$ cat config.mk
export PLATFORM = sky130hd
export DESIGN_NAME = dpca_top
export DESIGN_NICKNAME = d
export VERILOG_FILES = /design/src/rtl/dpca_pkg.sv /design/src/rtl/dpca_port_track.sv /design/src/rtl/dpca_owner_fsm.sv /design/src/rtl/dpca_port_gate.sv /design/src/rtl/dpca_top.sv
export SDC_FILE = /design/constraint.sdc
export NUM_CORES = 1
export LEC_CHECK = 0
export ABC_AREA = 1
export BUFFER_PORTS_ARGS = -buffer_cell sky130_fd_sc_hd__buf_4
export CAP_MARGIN = 20
export CORE_ASPECT_RATIO = 1.75
export CORE_MARGIN = 1
export CORE_UTILIZATION = 40
export CTS_CLUSTER_DIAMETER = 40
export DETAILED_ROUTE_END_ITERATION = 8
export SYNTH_ARGS = -nofsm -noshare
export SYNTH_HDL_FRONTEND = slang
export SYNTH_HIERARCHICAL = 1
export SYNTH_SLANG_ARGS = --single-unit
$ cat constraint.sdc
create_clock -name clk -period 1.4 [get_ports clk]
set_input_delay 0.28 -clock clk [delete_from_list [all_inputs] [get_ports clk]]
set_output_delay 0.28 -clock clk [all_outputs]
set_load 0.02 [all_outputs]
$ cat src/rtl/dpca_pkg.sv
package dpca_pkg;
   typedef enum logic [1:0] {
      OWN_NONE  = 2'd0,
      OWN_LEFT  = 2'd1,
      OWN_RIGHT = 2'd2
   } owner_e;

   localparam int unsigned NPORT = 2;
   localparam int unsigned PIDX_L = 0;
   localparam int unsigned PIDX_R = 1;

   // Owner value that means "the port with this index holds the location".
   function automatic owner_e owner_of(input int unsigned idx);
      return (idx == PIDX_L) ? OWN_LEFT : OWN_RIGHT;
   endfunction
endpackage

$ cat src/rtl/dpca_port_track.sv
// Remembers the last cycle's access of one port so that a newcomer can be
// told apart from a port that was already sitting on the contested address.
module dpca_port_track #(
   parameter int unsigned ADDR_W = 12
) (
   input  logic              clk,
   input  logic              rst_n,
   input  logic [ADDR_W-1:0] addr,
   input  logic              en,
   output logic              stayed
);
   logic              en_q;
   logic [ADDR_W-1:0] addr_q;

   always_ff @(posedge clk or negedge rst_n) begin
      if (!rst_n) begin
         en_q   <= 1'b0;
         addr_q <= '0;
      end else begin
         en_q   <= en;
         addr_q <= addr;
      end
   end

   assign stayed = en_q && en && (addr_q == addr);
endmodule

$ cat src/rtl/dpca_owner_fsm.sv
module dpca_owner_fsm
   import dpca_pkg::*;
(
   input  logic   clk,
   input  logic   rst_n,
   input  logic   clash,
   input  logic   l_stayed,
   input  logic   r_stayed,
   output owner_e owner
);
   owner_e owner_q, owner_d;

   always_comb begin
      if (!clash)
         owner_d = OWN_NONE;
      else if (owner_q != OWN_NONE)
         owner_d = owner_q;
      else if (r_stayed && !l_stayed)
         owner_d = OWN_RIGHT;
      else
         owner_d = OWN_LEFT;
   end

   always_ff @(posedge clk or negedge rst_n) begin
      if (!rst_n) owner_q <= OWN_NONE;
      else        owner_q <= owner_d;
   end

   assign owner = owner_q;
endmodule

$ cat src/rtl/dpca_port_gate.sv
module dpca_port_gate
   import dpca_pkg::*;
#(
   parameter int unsigned PIDX = 0
) (
   input  owner_e owner,
   input  logic   is_lead,
   input  logic   hold_in_n,
   input  logic   en,
   input  logic   we,
   output logic   hold_n,
   output logic   ram_we,
   output logic   ram_re
);
   localparam owner_e RIVAL = owner_of(NPORT - 1 - PIDX);

   logic lost;
   logic blocked;

   assign lost    = (owner == RIVAL);
   assign hold_n  = !(is_lead && lost);
   assign blocked = is_lead ? lost : !hold_in_n;
   assign ram_we  = en && we && !blocked;
   assign ram_re  = en && !we;
endmodule

$ cat src/rtl/dpca_top.sv
module dpca_top
   import dpca_pkg::*;
#(
   parameter int unsigned ADDR_W = 12
) (
   input  logic              clk,
   input  logic              rst_n,
   input  logic              is_lead,
   input  logic [ADDR_W-1:0] l_addr,
   input  logic              l_en,
   input  logic              l_we,
   input  logic              l_hold_in_n,
   input  logic [ADDR_W-1:0] r_addr,
   input  logic              r_en,
   input  logic              r_we,
   input  logic              r_hold_in_n,
   output logic              l_hold_n,
   output logic              r_hold_n,
   output logic              l_ram_we,
   output logic              l_ram_re,
   output logic              r_ram_we,
   output logic              r_ram_re
);
   if (ADDR_W < 1 || ADDR_W > 32) begin : g_bad_width
      $error("dpca_top: ADDR_W must be between 1 and 32");
   end

   logic [ADDR_W-1:0] p_addr   [NPORT];
   logic              p_en     [NPORT];
   logic              p_we     [NPORT];
   logic              p_hin_n  [NPORT];
   logic              p_stay   [NPORT];
   logic              p_hold_n [NPORT];
   logic              p_wr     [NPORT];
   logic              p_rd     [NPORT];
   logic              clash;
   owner_e            owner;

   assign p_addr[PIDX_L]  = l_addr;
   assign p_addr[PIDX_R]  = r_addr;
   assign p_en[PIDX_L]    = l_en;
   assign p_en[PIDX_R]    = r_en;
   assign p_we[PIDX_L]    = l_we;
   assign p_we[PIDX_R]    = r_we;
   assign p_hin_n[PIDX_L] = l_hold_in_n;
   assign p_hin_n[PIDX_R] = r_hold_in_n;

   assign clash = l_en && r_en && (l_addr == r_addr);

   for (genvar i = 0; i < NPORT; i++) begin : g_port
      dpca_port_track #(.ADDR_W(ADDR_W)) u_track (
         .clk    (clk),
         .rst_n  (rst_n),
         .addr   (p_addr[i]),
         .en     (p_en[i]),
         .stayed (p_stay[i])
      );

      dpca_port_gate #(.PIDX(i)) u_gate (
         .owner     (owner),
         .is_lead   (is_lead),
         .hold_in_n (p_hin_n[i]),
         .en        (p_en[i]),
         .we        (p_we[i]),
         .hold_n    (p_hold_n[i]),
         .ram_we    (p_wr[i]),
         .ram_re    (p_rd[i])
      );
   end

   dpca_owner_fsm u_fsm (
      .clk      (clk),
      .rst_n    (rst_n),
      .clash    (clash),
      .l_stayed (p_stay[PIDX_L]),
      .r_stayed (p_stay[PIDX_R]),
      .owner    (owner)
   );

   assign l_hold_n = p_hold_n[PIDX_L];
   assign r_hold_n = p_hold_n[PIDX_R];
   assign l_ram_we = p_wr[PIDX_L];
   assign r_ram_we = p_wr[PIDX_R];
   assign l_ram_re = p_rd[PIDX_L];
   assign r_ram_re = p_rd[PIDX_R];
endmodule

==> results of run 1 <==
==> cell type report <==
class                   instances  area [sq um]  area share [%]
clock buffers                   4         55.05           2.846
inverters                      54         202.7           10.48
multi-input cells             133         600.6           31.05
flip-flops and latches         28         700.7           36.22
well taps                      46         57.56           2.975
repair buffers                 41         317.8           16.43
==> registers in the layout, summed over array words and instances, names as in the netlist <==
name / count
g_port.u_track/addr_q: 24
g_port.u_track/en_q: 2
u_fsm/owner: 2
==> timing repair <==
item                                    in CTS  in global routing
buffers inserted                             1                  1
resized for setup                            0                  3
hold buffers                                 1                  0
endpoints found under the setup margin       2                  5
endpoints found under the hold margin       28                  0
==> routing by layer <==
layer / vias to the layer above / part of all wire [%]
met5: - / 0
met4: 0 / 1.9
met3: 5 / 2.6
met2: 27 / 56
met1: 577 / 40
li1: 699 / -
==> logic make-up (layout without fill, tap and decap cells) <==
kind of cell	count (synthesis)	in the layout	synth area share [%]
AND/OR/NAND/NOR	110	110	29.18
flip-flops	28	28	46.82
XOR/XNOR	11	11	6.438
buffers and inverters	54	99	13.55
AO/OA/AOI/OAI	12	12	4.014
==> synth_stat cells, drive strengths merged <==
| cell | instances |
|---|---|
| clkinv | 2 |
| dfrtp | 28 |
| inv | 52 |
| nand2 | 69 |
| nand3 | 4 |
| nor2 | 36 |
| nor3 | 1 |
| o21ai | 12 |
| xnor2 | 6 |
| xor2 | 5 |
==> power by group through the flow <==
| stage | Clock (W) | Sequential [W] | Combinational [W] |
|---|---|---|---|
| CTS | 0.000512 | 0.000861 | 0.000302 |
| global route | 0.000541 | 0.000865 | 0.000345 |
| detailed placement | 0 | 0.000877 | 0.000298 |
| floorplan | 0 | 0.000875 | 0.000139 |
| finish | 0.000497 | 0.000861 | 0.000296 |
| global placement | 0 | 0.000876 | 0.000297 |
==> critical path, cell delays in order (launching register included) <==
cell,delay [ps]
dfrtp_1,390
nand2_1,70
nor2_2,110
nor2_2,50
buf_4,150
==> how the worst max path moves through the flow <==
stage                     slack, ps                    startpoint        endpoint  cells after the start
after floorplan                 330  g_port[1].u_track/addr_q[11]  u_fsm/owner[0]                      8
after global placement          130                    r_addr[11]  u_fsm/owner[0]                      9
after detailed placement        120                    r_addr[11]  u_fsm/owner[0]                      9
after CTS                         6                u_fsm/owner[1]        l_hold_n                      4
after global routing              5                u_fsm/owner[1]        l_hold_n                      4
final                            70                u_fsm/owner[0]        r_ram_we                      4
==> through the flow <==
stage	instance area, sq um	worst slack (ps)	instances	hold WS [ps]	total power [W]
6_report	1934	74.33	306	121.3	0.001655
5_1_grt	1934	5.077	306	110.4	0.001751
4_1_cts	1912	5.890	305	118.0	0.001674
3_5_place_dp	1839	117.6	299	220.4	0.001176
3_3_place_gp	1839	131.2	299	227.1	0.001173
2_1_floorplan	1496	327.9	215	-15.59	0.001013
==> key figures, run 1 <==
Status
  – Run status: finished clean

Synth
  – Seq/Total Area, Yosys: 46.82%
  – Synth top area share: between 40% and 50%
  – Synth Instances: between 200 and 250
  – Yosys warns: 6
  – Post-Syn Area: around 1500 sq um
  – Largest cells by area after synthesis: dfrtp_1 (47%), nand2_1 (17%), inv_1 (12%)
  – Synthesized Nets: 248
  – Syn Area/Cell: about 7.0 sq um
  – Flip-flop and latch count after synthesis: 28
  – Yosys cell types: 13
  – Synth area leader: dfrtp_1

Layout
  – Layout cells sized above 1: a little over a fifth
  – Area delta synth->final: 29.26%
  – # fillers: between 300 and 400
  – Most frequent cells in the layout: nand2_1 (69), inv_1 (49), buf_4 (38), nor2_1 (29), dfrtp_1 (28)
  – Layout Utilization: a little over half
  – Number of diodes: 0
  – Final nets: roughly 300
  – Commonest non-fill, non-tap cell in the layout: nand2_1

Flow run
  – MaxCap Viol Count: 0

Route
  – DR vias: 1308
  – Drc violations: 0
  – Final antenna-violating net count: 0
  – Final WL: just over 3 mm
  – Drt pass-1 iters: 3
  – Vias per Instance: ~4.3
  – Initial drt markers: 15
  – Wire length per cell: about 10 microns

Global routing
  – Antenna violations before repair: 0
  – Most used routing layer: met2
  – GRT overflow: 0
  – Routing usage on met2: between 30% and 40%
  – Global-route wire length before repair: about 5 mm
  – Vias in the first global route: ~1300
  – Largest net degree at the start of global routing: 29
  – GR Util met1: approximately 18%
  – M3 GR Usage: roughly 2.2%
  – Gr usage total: between 10% and 20%

Power
  – Switching power: between 0.0004 and 0.0005 W
  – Sequential Power Share: approximately 52%
  – Internal: about 0.0012 W
  – Clk network pwr share: 30.1%
  – P_leak: approximately 1.1 nW
  – Combinational power share: between 15 and 20%
  – Peak VDD IR: approximately 770 uV
  – Sw Ratio: 25.39%
  – Cell Pwr Density: 855.3 nW/um^2

STA
  – Achievable Freq: 0.7543 GHz
  – Max-slew violation count: 0
  – Total negative slack: 0 ps
  – Rel. slew slack: between 70% and 80%
  – Max Clock Skew: 1.100 ps
  – RSZ-0062 raised after global routing: false
  – Final Hold Vio Count: 0
  – Minimum clock period: 1326 ps
  – Slew @ Worst Pin: ~350 ps
  – Setup violations, final: 0
  – Period utilization: about 95%

Setup path
  – Crit end category: output pin
  – R2r setup slk: roughly 160 ps
  – Crit-path max FO: 3
  – Type of element launching the critical path: flip-flop
  – WP data arrival: approximately 1100 ps
  – Req. time, crit path: 1120 ps
  – RR Startpoint: g_port[1].u_track/addr_q[4]
  – Crit path kind: flip-flop to output pin
  – Reg2Reg Capture Point: u_fsm/owner[0]
  – R2R cell count: 8

Clocking
  – TritonCTS buffer count: 3
  – Clock Latency Late Sink: between 200 and 300 ps
  – CTS tree: yes
  – Htree depth: 1
  – Clock root cell: clkbuf_8
  – CTS clk-pin slew, worst paths: 90 ps
  – Longest Clk Path Bufs: 2
  – Sink Count: 28

Floorplan
  – Die Ht: 82.91 microns
  – Die area: around 4000 sq um
  – Die X: 48.24 microns
  – Row count: 29
  – Starting Density: a little over two fifths
  – CORE AREA: between 3000 and 4000 sq um
  – I/O pin total: 39

Hold path
  – Min-Delay Path Class: primary input to flip-flop
  – WHS Path Cells: 1
  – Worst hold endpoint: g_port[1].u_track/addr_q[6]
  – Hold Crit Start: r_addr[6]

Placed design
  – Final HPWL DP: ~2.5 mm
  – Routability congestion estimate: a little over 0.8
  – IO Port Bufs: 38
Power figures use the tool's default switching activity.
==> run 2: changes to the inputs <==
CORE_UTILIZATION = 54   (was 40)
CTS_BUF_LIST = sky130_fd_sc_hd__clkbuf_8   (was not set)
PLACE_DENSITY = 0.81   (was not set)
==> run 2 against run 1 <==
- via count increased by 0.31%
- total power decreased by 0.85%
- first-iteration DRC count increased by 53%
- die area decreased by 25%
- non-clock buffer count unchanged
- clock skew increased by 1.6 ps
- wire length decreased by 4.0%
- combinational power about the same
- critical endpoint is now l_ram_we
- largest cell class unchanged
- largest power group unchanged
==> key figures, run 2 (synthesis results as in run 1) <==
STA
  – RSZ-0062 raised after global routing: false
  – Minimum clock period: around 1300 ps
  – Final Hold Vio Count: 0
  – Setup violations, final: 0
  – Max Clock Skew: around 2.7 ps
  – Rel. slew slack: between 70% and 80%
  – Period utilization: between 90% and 100%
  – Total negative slack: 0 ps
  – Slew @ Worst Pin: between 300 and 400 ps
  – Max-slew violation count: 0
  – Final hold slack: 129.6 ps
  – Achievable Freq: around 0.75 GHz

Setup path
  – Critical Path Start: u_fsm/owner[1]
  – Crit path buf inv count: 1
  – Reg2Reg Capture Point: u_fsm/owner[0]
  – R2R cell count: 8
  – Crit end category: output pin
  – WP data arrival: between 1000 and 1500 ps
  – Slowest stage delay, CP: roughly 440 ps
  – Stages on worst setup path: 4
  – Most frequent CP cell: nor2_2
  – Crit-path max FO: 4
  – Crit path kind: flip-flop to output pin
  – Critical Path, Cell by Cell: nand2_1 -> nor2_2 -> nor2_2 -> buf_4
  – RR Startpoint: g_port[1].u_track/addr_q[11]
  – Req. time, crit path: ~1100 ps
  – CP max-delay cell: dfrtp_2
  – R2r setup slk: roughly 120 ps
  – Critical Path Sink: l_ram_we
  – Crit path max-delay family: flip-flops
  – Type of element launching the critical path: flip-flop

Global routing
  – Global-route wire length before repair: 4.905 mm
  – Antenna violations before repair: 0
  – Gr usage total: ~21%
  – GRT overflow: 0
  – Largest net degree at the start of global routing: 29
  – Vias in the first global route: 1235

Layout
  – Layout cells sized above 1: about a fifth
  – Biggest register: g_port.u_track/addr_q
  – Number of diodes: 0
  – Max FFs per register: 24
  – Final nets: 294
  – Area delta synth->final: 26.67%
  – Most frequent cells in the layout: nand2_1 (69), inv_1 (49), buf_4 (40), nor2_1 (29), dfrtp_1 (27)
  – Commonest non-fill, non-tap cell in the layout: nand2_1

Route
  – Drc violations: 0
  – Wire length per cell: approximately 10 microns
  – DR vias: roughly 1300
  – Final antenna-violating net count: 0
  – Drt pass-1 iters: 4
  – Vias per Instance: about 4.6
  – Initial drt markers: 23
  – Final WL: 2.928 mm

Power
  – Total power: about 0.0016 W
  – Sw Ratio: 24.89%
  – Peak VDD IR: about 900 uV
  – P_leak: approximately 1.1 nW
  – Sequential Power Share: 52.5%
  – Switching power: approximately 0.0004 W
  – Cell Pwr Density: 865.4 nW/um^2
  – Internal: 0.001232 W
  – Clk network pwr share: between 20 and 30%
  – Combinational power share: 17.9%

Floorplan
  – Row count: 24
  – CORE AREA: 2552 sq um
  – Starting Density: around three fifths
  – Die X: ~42 microns
  – I/O pin total: 39
  – Die Ht: between 70 and 80 microns
  – Die area: between 2000 and 3000 sq um

Clocking
  – Longest Clk Path Bufs: 2
  – Clock Latency Late Sink: 270 ps
  – CTS clk-pin slew, worst paths: 90 ps
  – CTS tree: yes
  – Htree depth: 1
  – Sink Count: 28
  – Clock root cell: clkbuf_8
  – TritonCTS buffer count: 3

Placed design
  – Final HPWL DP: 2.275 mm
  – Routability congestion estimate: between 0.8 and 0.9
  – IO Port Bufs: 38

Flow run
  – MaxCap Viol Count: 0

Hold path
  – Min-Delay Path Class: primary input to flip-flop

Status
  – Run status: finished clean
## run 2: changes by cell type in the layout (fill, tap and decap cells not counted)
| cell | change |
|---|---|
| xnor2_1 | +1 |
| o21ai_1 | +1 |
| buf_4 | +2 |
| o21ai_0 | -1 |
| dfrtp_2 | +1 |
| dfrtp_1 | -1 |
| buf_6 | -2 |
| xnor2_2 | -1 |
## run 2: area by class of cell
| class | instances | area [sq um] |
|---|---|---|
| Clock buffer | 4 | 55.05 |
| Fill cell | 217 | 656.9 |
| Sequential cell | 28 | 701.9 |
| Multi-Input combinational cell | 133 | 593.1 |
| Timing Repair Buffer | 41 | 310.3 |
| Inverter | 54 | 202.7 |
| Tap cell | 26 | 32.53 |
## run 2: how the worst min path moves through the flow
stage | from | endpoint | slack, ps | cells after the start
after floorplan | rst_n | g_port[0].u_track/addr_q[0] | -20 | 0
after global placement | rst_n | g_port[1].u_track/addr_q[11] | 210 | 1
after detailed placement | rst_n | g_port[0].u_track/addr_q[11] | 220 | 1
after CTS | r_addr[6] | g_port[1].u_track/addr_q[6] | 130 | 1
after global routing | r_addr[7] | g_port[1].u_track/addr_q[7] | 120 | 1
final | r_addr[6] | g_port[1].u_track/addr_q[6] | 130 | 1
## run 2: stage by stage
| step | util (%) | area [sq um] | setup WS (ps) | instances |
|---|---|---|---|---|
| 4_1_cts | 73.63 | 1879 | 1.697 | 284 |
| 3_3_place_gp | 71.08 | 1814 | 88.83 | 279 |
| 3_5_place_dp | 71.08 | 1814 | 66.89 | 279 |
| 6_report | 74.26 | 1896 | 65.73 | 286 |
| 5_1_grt | 74.26 | 1896 | 0.8484 | 286 |
| 2_1_floorplan | - | 1496 | 327.9 | 215 |
## run 2: routing by layer
metal	routed length [microns]	part of all wire [%]	vias to the layer above	GRT usage [%]
met2	1622	55	33	40.28
met3	106	3.6	2	3.275
met4	25	0.85	0	7.527
li1	-	-	703	-
met1	1174	40	574	23.86
met5	0	0	-	0
## run 2: worst register-to-register path, cell delays in order (launching register included)
cell and delay [ps]:
dfrtp_1 380, xnor2_1 140, nand2_1 70, nor2_1 150
nand2_1 80, nor2_2 70, inv_1 50, nor3_1 170
nor2_1 60
## run 2: power groups by stage
stage | Sequential (W) | Combinational [W] | Clock, W
6_report | 0.000861 | 0.000294 | 0.000485
5_1_grt | 0.000864 | 0.000336 | 0.000526
4_1_cts | 0.000861 | 0.000297 | 0.000494
3_5_place_dp | 0.000877 | 0.000294 | 0
3_3_place_gp | 0.000876 | 0.000289 | 0
2_1_floorplan | 0.000875 | 0.000139 | 0
## run 2: what timing repair did
item,4_1_cts,5_1_grt
resized for setup,0,2
hold endpoints to repair,28,0
setup endpoints to repair,0,6
buffers inserted,0,2
hold buffers,1,0
